$ cat config.mk
export PLATFORM = sky130hd
export DESIGN_NAME = flash_toggle_poller
export DESIGN_NICKNAME = d
export VERILOG_FILES = /design/src/rtl/ftp_pkg.sv /design/src/rtl/ftp_read_port.sv /design/src/rtl/ftp_bit_tracker.sv /design/src/rtl/ftp_poll_counter.sv /design/src/rtl/flash_toggle_poller.sv
export SDC_FILE = /design/constraint.sdc
export NUM_CORES = 1
export LEC_CHECK = 0
export ABC_AREA = 1
export CORE_MARGIN = 2
export CORE_UTILIZATION = 59
export CTS_CLUSTER_SIZE = 30
export DETAILED_ROUTE_END_ITERATION = 16
export PLACE_DENSITY_LB_ADDON = 0.1
export RECOVER_POWER = 50
export SYNTH_ARGS = -nofsm -noshare
export SYNTH_HDL_FRONTEND = slang
export SYNTH_HIERARCHICAL = 1
export SYNTH_SLANG_ARGS = --single-unit
$ cat constraint.sdc
create_clock -name clk -period 4.44 [get_ports clk]
set_input_delay 0.888 -clock clk [delete_from_list [all_inputs] [get_ports clk]]
set_output_delay 0.888 -clock clk [all_outputs]
set_load 0.02 [all_outputs]
$ cat src/rtl/ftp_pkg.sv
package ftp_pkg;
  typedef enum logic [2:0] {
    ST_IDLE = 3'd0,
    ST_BASE = 3'd1,
    ST_CMP  = 3'd2,
    ST_CFA  = 3'd3,
    ST_CFB  = 3'd4
  } ftp_state_t;

  // A bit toggled between two status reads
  function automatic logic bit_moved(input logic now_bit, input logic prev_bit);
    return now_bit ^ prev_bit;
  endfunction

  // Limit reached when one more toggling poll meets or passes the limit
  function automatic logic limit_hit(input logic [31:0] cnt, input logic [31:0] lim);
    return (cnt + 32'd1) >= lim;
  endfunction
endpackage

$ cat src/rtl/ftp_read_port.sv
module ftp_read_port #(
  parameter int DATA_W  = 16,
  parameter int TOG_BIT = 6,
  parameter int ERR_BIT = 5
) (
  input  logic              active_i,
  input  logic              ack_i,
  input  logic [DATA_W-1:0] data_i,
  output logic              req_o,
  output logic              beat_o,
  output logic              tog_o,
  output logic              err_o
);
  logic unused_rest;

  assign req_o  = active_i;
  assign beat_o = active_i & ack_i;
  assign tog_o  = data_i[TOG_BIT];
  assign err_o  = data_i[ERR_BIT];
  assign unused_rest = ^data_i;
endmodule

$ cat src/rtl/ftp_bit_tracker.sv
module ftp_bit_tracker (
  input  logic clk,
  input  logic rst_n,
  input  logic load_i,
  input  logic bit_i,
  output logic moved_o
);
  import ftp_pkg::*;
  logic prev_q;

  always_ff @(posedge clk or negedge rst_n) begin
    if (!rst_n)      prev_q <= 1'b0;
    else if (load_i) prev_q <= bit_i;
  end

  assign moved_o = bit_moved(bit_i, prev_q);
endmodule

$ cat src/rtl/ftp_poll_counter.sv
module ftp_poll_counter #(
  parameter int CNT_W = 16
) (
  input  logic             clk,
  input  logic             rst_n,
  input  logic             clear_i,
  input  logic [CNT_W-1:0] limit_i,
  input  logic             bump_i,
  output logic             expire_o
);
  import ftp_pkg::*;
  localparam int PAD = 32 - CNT_W;
  logic [CNT_W-1:0] cnt_q, lim_q;
  logic             hit;

  assign hit      = limit_hit({{PAD{1'b0}}, cnt_q}, {{PAD{1'b0}}, lim_q});
  assign expire_o = bump_i & hit;

  always_ff @(posedge clk or negedge rst_n) begin
    if (!rst_n) begin
      cnt_q <= '0;
      lim_q <= '0;
    end else if (clear_i) begin
      cnt_q <= '0;
      lim_q <= limit_i;
    end else if (bump_i && !hit) begin
      cnt_q <= cnt_q + 1'b1;
    end
  end

  // the count of toggling polls never reaches the limit
  p_count_bounded_r6: assert property (@(posedge clk) disable iff (!rst_n)
    (cnt_q == '0) || (cnt_q < lim_q));
endmodule

$ cat src/rtl/flash_toggle_poller.sv
module flash_toggle_poller #(
  parameter int DATA_W  = 16,
  parameter int TOG_BIT = 6,
  parameter int ERR_BIT = 5,
  parameter int CNT_W   = 16
) (
  input  logic              clk,
  input  logic              rst_n,
  input  logic              start_i,
  input  logic [CNT_W-1:0]  max_polls_i,
  output logic              rd_req_o,
  input  logic              rd_ack_i,
  input  logic [DATA_W-1:0] rd_data_i,
  output logic              done_o,
  output logic              pass_o
);
  import ftp_pkg::*;

  ftp_state_t state_q, state_d;
  logic beat, tog_bit, err_bit, moved, expire;
  logic start_accept, finish_evt, finish_pass, track_load, poll_bump;

  ftp_read_port #(.DATA_W(DATA_W), .TOG_BIT(TOG_BIT), .ERR_BIT(ERR_BIT)) u_port (
    .active_i (state_q != ST_IDLE),
    .ack_i    (rd_ack_i),
    .data_i   (rd_data_i),
    .req_o    (rd_req_o),
    .beat_o   (beat),
    .tog_o    (tog_bit),
    .err_o    (err_bit)
  );

  assign track_load = beat && (state_q != ST_CFB);

  ftp_bit_tracker u_track (
    .clk     (clk),
    .rst_n   (rst_n),
    .load_i  (track_load),
    .bit_i   (tog_bit),
    .moved_o (moved)
  );

  assign start_accept = start_i && (state_q == ST_IDLE);
  assign poll_bump    = beat && (state_q == ST_CMP) && moved && !err_bit;

  ftp_poll_counter #(.CNT_W(CNT_W)) u_cnt (
    .clk      (clk),
    .rst_n    (rst_n),
    .clear_i  (start_accept),
    .limit_i  (max_polls_i),
    .bump_i   (poll_bump),
    .expire_o (expire)
  );

  always_comb begin
    state_d     = state_q;
    finish_evt  = 1'b0;
    finish_pass = 1'b0;
    unique case (state_q)
      ST_IDLE: if (start_accept) state_d = ST_BASE;
      ST_BASE: if (beat) state_d = ST_CMP;
      ST_CMP: if (beat) begin
        if (!moved) begin
          finish_evt  = 1'b1;
          finish_pass = 1'b1;
        end else if (!err_bit) begin
          finish_evt = expire;
        end else begin
          state_d = ST_CFA;
        end
      end
      ST_CFA: if (beat) state_d = ST_CFB;
      ST_CFB: if (beat) begin
        finish_evt  = 1'b1;
        finish_pass = !moved;
      end
      default: state_d = ST_IDLE;
    endcase
    if (finish_evt) state_d = ST_IDLE;
  end

  always_ff @(posedge clk or negedge rst_n) begin
    if (!rst_n) begin
      state_q <= ST_IDLE;
      done_o  <= 1'b0;
      pass_o  <= 1'b0;
    end else begin
      state_q <= state_d;
      done_o  <= finish_evt;
      if (finish_evt)        pass_o <= finish_pass;
      else if (start_accept) pass_o <= 1'b0;
    end
  end

  // a request is held until it is acknowledged
  p_req_hold_r1: assert property (@(posedge clk) disable iff (!rst_n)
    rd_req_o && !rd_ack_i |=> rd_req_o);
  // no request while the completion pulse is out
  p_idle_quiet_r1: assert property (@(posedge clk) disable iff (!rst_n)
    done_o |-> !rd_req_o);
  // completion pulse lasts one cycle
  p_done_single_r7: assert property (@(posedge clk) disable iff (!rst_n)
    done_o |=> !done_o);
  // completion follows an acknowledged read
  p_done_after_beat_r7: assert property (@(posedge clk) disable iff (!rst_n)
    finish_evt |-> beat);
  // result flag holds between events
  p_pass_hold_r8: assert property (@(posedge clk) disable iff (!rst_n)
    !finish_evt && !start_accept |=> $stable(pass_o));
  // start while busy leaves the state alone
  p_start_busy_r9: assert property (@(posedge clk) disable iff (!rst_n)
    start_i && rd_req_o && !rd_ack_i |=> rd_req_o && $stable(state_q));
endmodule

==> out/qor.txt, run 1 <==
Cell variety after synth = 29
Final non-filler cell area = 2960 um^2
Final setup margin = 1.075 ns
Highest metal used = met4
DIE AREA = 5025 um^2
Worst IR drop on VDD = 0.3588 mV
First-pass GRT wire length = 9059 um
Syn Inst Count = 354
Final Cycle Share = 75.79%
Post-Route M1 WL = 2451 um
Hpwl dp = 3734 um
Num CTS Buffers = 5
Clk_lat worst skew = 0.29 ns
Avg Inst Size Synth = 7.458 um^2
Layout Area Growth over Synthesis = 12.13%
Avg Vias per Cell = 5.204
Fmax = 297.2 MHz
Metal3 WL = 169 um
Pre-CTS WS = 1.129 ns
Sum Neg Setup Slack = 0 ns
Total grt overflow = 0
CP Max Fanout = 33
Hold_buf cts = 0
Avg WL per Cell = 12.21 um
Tot Pwr = 1.271 mW
Boundary Pins = 39
Sequential element share of the synthesized area = 36.02%
Drt drc = 0
Placed instance area = 2874 um^2
Final wirelength = 5213 um
Clock transition at path regs = 0.07 ns
Maxcap violations = 1
RSZ-0062 raised after global routing = no
Status = complete, but fails checks
Vias in the first global route = 2055
Core ar. = 4324 um^2
CP Launch Type = primary input
DP Cell Count = 419
Area leader, netlist = dfrtp_1
Final Skew = 0.002689 ns
Top cell type's share of synthesized area = 36.02%
CTS max path bufs = 2
Die Ht = 70.89 um
Final RePlAce weighted congestion = 0.8781
Critical Path RT = 4.62 ns
CP arrival = 3.54 ns
Slew Limit Fails = 39
Cell Count, Final, Fillers Out = 427
Met2 wire length = 2521 um
Routed Antenna Nets = 0
CTS resizes = 0
Worst slew pin tran = 2.016 ns
Clock H-tree levels = 2
Slew HR = -34.41%
Critical Path Sink Type = flop
Postcts setup bufs = 0
Initial core utilization = 61.05%
Fin. Hold Viols = 0
DIE WIDTH = 70.89 um
Largest net degree at the start of global routing = 39
Commonest non-fill, non-tap cell in the layout = nand2_1
HP Class = flop to flop
Port Buffers = 24
Ys Warns = 6
Most frequent cells in the layout = 92 x nand2_1, 50 x inv_1, 38 x dfrtp_1
Final setup violation count = 0
DR iter-0 viols = 111
Share of layout cells above drive strength 1 = 10.40%
CTS tree = built
# diodes = 0
Dominant cells by area after synthesis = dfrtp_1 36%, nand2_1 13%, ha_1 8.1%, inv_1 7.1%, nand3_1 5.9%
Leak pwr = 1.578 nW
Via count = 2222
PD cells = 429.4 nW/um^2
Mapped Nets = 407
Root Buffer = clkbuf_8
1st-pass router iterations = 4
Violated checks = max-capacitance violations, max-slew violations
Setup Crit Path Kind = primary input to flop
Initial antenna violation count = 0
FP Rows = 24
Synthesized area = 2640 um^2
GRT Resource Usage Total = 22.64%
Flops & latches, synth = 38
Fin crit period = 3.365 ns
Clock sink count = 38
Final nets = 427
critical path, stage by stage:
cell and delay [ns]:
clkdlybuf4s50_1 0.46, inv_1 0.05, nor2_2 0.09, clkbuf_1 0.86
inv_1 0.80, nand4_1 0.32, nand2_1 0.07
cell type report:
type / instances / area, um^2
clock buffers: 7 / 86.33
clock inverters: 1 / 5.005
fillers: 367 / 1364
inverters: 53 / 198.9
multi-input cells: 250 / 1409
flip-flops and latches: 38 / 950.9
well taps: 52 / 65.06
repair buffers: 26 / 245.2
registers in the layout (all words and copies together), names as in the netlist:
signal and flops:
u_cnt/cnt_q 16, u_cnt/lim_q 16, state_q 3, done_o 1, pass_o 1, u_track/prev_q 1
Yosys cell counts:
cell and n:
a21o_1 1, a21oi_1 6, buf_1 1, buf_2 1
buf_4 3, buf_6 2, clkbuf_1 4, clkbuf_4 2
dfrtp_1 38, ha_1 17, inv_1 50, inv_2 3
nand2_1 92, nand2_2 9, nand2_4 2, nand3_1 31
nand3_2 5, nand4_1 17, nand4_2 1, nor2_1 25
nor2_2 5, nor2_4 4, nor3_1 4, nor3_4 1
o21ai_0 15, o21ai_1 1, o21bai_1 1, xnor2_1 2
xor2_1 11
where the power goes:
part	total (mW)	internal, mW	switching, mW
clock	0.249	0.125	0.123
sequential	0.489	0.443	0.0465
combinational	0.533	0.186	0.347
worst paths after layout:
kind | startpoint | endpoint | slack, ns | cells past startpoint
setup / recovery | start_i | u_cnt/cnt_q[12] | 1.08 | 7
min in group asynchronous | rst_n | u_cnt/lim_q[9] | 1.17 | 1
hold reg to reg | pass_o | pass_o | 0.49 | 2
setup reg to reg | u_cnt/cnt_q[0] | state_q[1] | 1.10 | 20
hold / removal | pass_o | pass_o | 0.49 | 2
max in group asynchronous | rst_n | u_cnt/cnt_q[7] | 2.13 | 1
cell families (layout without fill, tap and decap cells):
kind of cell / after synthesis / after routing / synth area share [%]
buf+inv: 66 / 87 / 10.71
simple gates: 196 / 196 / 36.16
flops: 38 / 38 / 36.02
compound gates: 24 / 24 / 4.739
fa+ha+maj: 17 / 17 / 8.057
xor+xnor: 13 / 13 / 4.313
stage by stage:
step           util [%]  hold WS (ns)
2_1_floorplan         -        0.4459
3_3_place_gp      66.46        0.4694
3_5_place_dp      66.46        0.4792
4_1_cts           68.58        0.4977
5_1_grt           68.46        0.5158
6_report          68.46        0.4947
per-layer routing:
layer	vias to the layer above	global-route usage [%]
li1	1162	-
met1	1012	30.07
met3	6	3.846
met5	-	0
met2	42	37.28
met4	0	8.386
(Power assumes the default switching activity.)
==> run 2: changes to the inputs <==
Settings changed: CORE_UTILIZATION 59 to 49.
Clock period 4.44 ns to 3 ns, I/O delays scaled along.
==> run 2 against run 1 <==
The flow still finishes with violations (max-capacitance violations, max-slew violations). Sequential power up 48%. Die area up 19%. Sequential share of layout area down 3.6 points. Total power up 61%. Combinational power up 80%. Count of clock-buffer cells in the layout unchanged. Final cell count up 8.4%. Critical endpoint is now state_q[0]. Largest power group unchanged.
==> out/qor.txt, run 2 (synthesis results as in run 1) <==
Final Skew = 0.007629 ns (was 0.002689 ns)
Fin. Hold Viols = 0 (unchanged)
Final Cycle Share = 95.51%
Root Buffer = clkbuf_8 (unchanged)
FP Rows = 26 (was 24)
Placed instance area = 2957 um^2 (was 2874 um^2)
Fin util = 65.24% (was 68.46%)
Status = complete, but fails checks (unchanged)
Drt drc = 0 (unchanged)
Crit path from = u_cnt/cnt_q[0] (was start_i)
Total grt overflow = 0 (unchanged)
Routed Antenna Nets = 0 (unchanged)
CP Launch Type = flop (was primary input)
Top flop regs = u_cnt/cnt_q (16), u_cnt/lim_q (16), state_q (3) (unchanged)
Slew Limit Fails = 39 (unchanged)
Vias in the first global route = 2152 (was 2055)
Via count = 2350 (was 2222)
Slew HR = -38.15% (was -34.41%)
CP Max Fanout = 5 (was 33)
DIE AREA = 5991 um^2 (was 5025 um^2)
First-pass GRT wire length = 9825 um (was 9059 um)
Hpwl dp = 4101 um (was 3734 um)
Core ar. = 5140 um^2 (was 4324 um^2)
Worst slew pin tran = 2.072 ns (was 2.016 ns)
Die Ht = 77.40 um (was 70.89 um)
Final non-filler cell area = 3353 um^2 (was 2960 um^2)
Commonest non-fill, non-tap cell in the layout = nand2_1 (unchanged)
HP Start = pass_o (unchanged)
Fin crit period = 2.865 ns
Most frequent cells in the layout = 85 x nand2_1, 49 x inv_1, 34 x dfrtp_1 (was 92 x nand2_1, 50 x inv_1, 38 x dfrtp_1)
Leak pwr = 1.705 nW (was 1.578 nW)
Layout Area Growth over Synthesis = 27.01% (was 12.13%)
CP arrival = 3.10 ns (was 3.54 ns)
Cell Count, Final, Fillers Out = 463 (was 427)
WHS = 0.4745 ns (was 0.4947 ns)
Clock sink count = 38 (unchanged)
Worst IR drop on VDD = 0.4816 mV (was 0.3588 mV)
Clock H-tree levels = 2 (unchanged)
Final setup violation count = 0 (unchanged)
Critical Path Sink Type = flop (unchanged)
Final wirelength = 6001 um (was 5213 um)
Critical Path RT = 3.23 ns (was 4.62 ns)
Final nets = 445 (was 427)
Maxcap violations = 1 (unchanged)
Filler instances = 473 (was 367)
Share of layout cells above drive strength 1 = 22.90% (was 10.40%)
DIE WIDTH = 77.40 um (was 70.89 um)
Port Buffers = 24 (unchanged)
Boundary Pins = 39 (unchanged)
Hold_buf cts = 0 (unchanged)
Reg2reg setup slack = 0.13 ns (was 1.10 ns)
CTS tree = built (unchanged)
Final setup margin = 0.1348 ns (was 1.075 ns)
Initial core utilization = 51.36% (was 61.05%)
Avg WL per Cell = 12.96 um (was 12.21 um)
Worst r2r src = u_cnt/cnt_q[0] (unchanged)
Violated checks = max-capacitance violations, max-slew violations (unchanged)
GRT Resource Usage Total = 20.34% (was 22.64%)
HP Class = flop to flop (unchanged)
1st-pass router iterations = 4 (unchanged)
Clock transition at path regs = 0.07 ns (about the same)
RSZ-0062 raised after global routing = yes (was no)
DR iter-0 viols = 155 (was 111)
Pre-CTS WS = 0.04285 ns (was 1.129 ns)
Initial antenna violation count = 0 (unchanged)
Num CTS Buffers = 5 (unchanged)
Final RePlAce weighted congestion = 0.8254 (was 0.8781)
Fmax = 349.0 MHz
Clk_lat worst skew = 0.29 ns (about the same)
Avg Vias per Cell = 5.076 (was 5.204)
Largest net degree at the start of global routing = 39 (unchanged)
DP Cell Count = 445 (was 419)
# diodes = 0 (unchanged)
PD cells = 610.9 nW/um^2 (was 429.4 nW/um^2)
Setup Crit Path Kind = flop to flop (was primary input to flop)
CTS max path bufs = 2 (unchanged)
## run 2: changes by cell type in the layout (fill, tap and decap cells not counted), sizes merged
cell,before,now
buf,1,20
clkbuf,9,8
## run 2: final timing paths
| kind | endpoint | depth (start not counted) |
|---|---|---|
| max | state_q[0] | 21 |
| min | pass_o | 2 |
| max reg2reg | state_q[0] | 21 |
| min reg2reg | pass_o | 2 |
| max in group asynchronous | u_cnt/cnt_q[4] | 1 |
| min in group asynchronous | u_cnt/lim_q[14] | 1 |
## run 2: critical path, stage by stage (launching register included)
cell      delay [ns]
dfrtp_1         0.41
buf_6           0.12
inv_1           0.07
nor2_4          0.16
nand2_4         0.09
buf_4           0.14
nor2_1          0.14
xor2_1          0.25
ha_1            0.32
inv_1           0.07
o21bai_1        0.09
nor2_1          0.16
nand2_2         0.09
nor2_4          0.12
nor2_4          0.04
nand2_1         0.07
nand2_2         0.05
nand3_2         0.09
nand2_4         0.07
nor2_1          0.09
nand3_1         0.08
nand2_1         0.06
## run 2: where the power goes
| part | switching (mW) | internal (mW) | leakage, nW |
|---|---|---|---|
| clock network | 0.180 | 0.185 | 0.0482 |
| registers | 0.0689 | 0.655 | 0.491 |
| logic | 0.599 | 0.360 | 1.17 |
| total | 0.848 | 1.20 | 1.71 |
## run 2: through the flow
| step | TNS, ns | total power [mW] |
|---|---|---|
| 2_1_floorplan | 0 | 1.339 |
| 3_3_place_gp | 0 | 1.525 |
| 3_5_place_dp | 0 | 1.555 |
| 4_1_cts | 0 | 1.930 |
| 5_1_grt | -0.1383 | 2.245 |
| 6_report | 0 | 2.048 |
## run 2: final cells by class
type,count,area [um^2],area share [%]
Inverter,53,198.9,5.933
Multi-Input combinational cell,250,1628,48.54
Clock inverter,1,5.005,0.1493
Sequential cell,38,955.9,28.51
Tap cell,70,87.58,2.612
Timing Repair Buffer,44,391.6,11.68
Clock buffer,7,86.33,2.575
## run 2: layer usage
| metal | track usage (%) | share of wire (%) | up-vias |
|---|---|---|---|
| met5 | 0 | 0 | - |
| met2 | 33.65 | 49 | 48 |
| met3 | 3.372 | 4.4 | 7 |
| met4 | 5.893 | 1.1 | 0 |
| met1 | 27.52 | 45 | 1095 |
| li1 | - | - | 1200 |
## run 2: repair_timing
action                     in CTS  in global routing
setup buffers                   0                 10
gates resized for setup         0                 44
setup endpoints to repair       0                 21
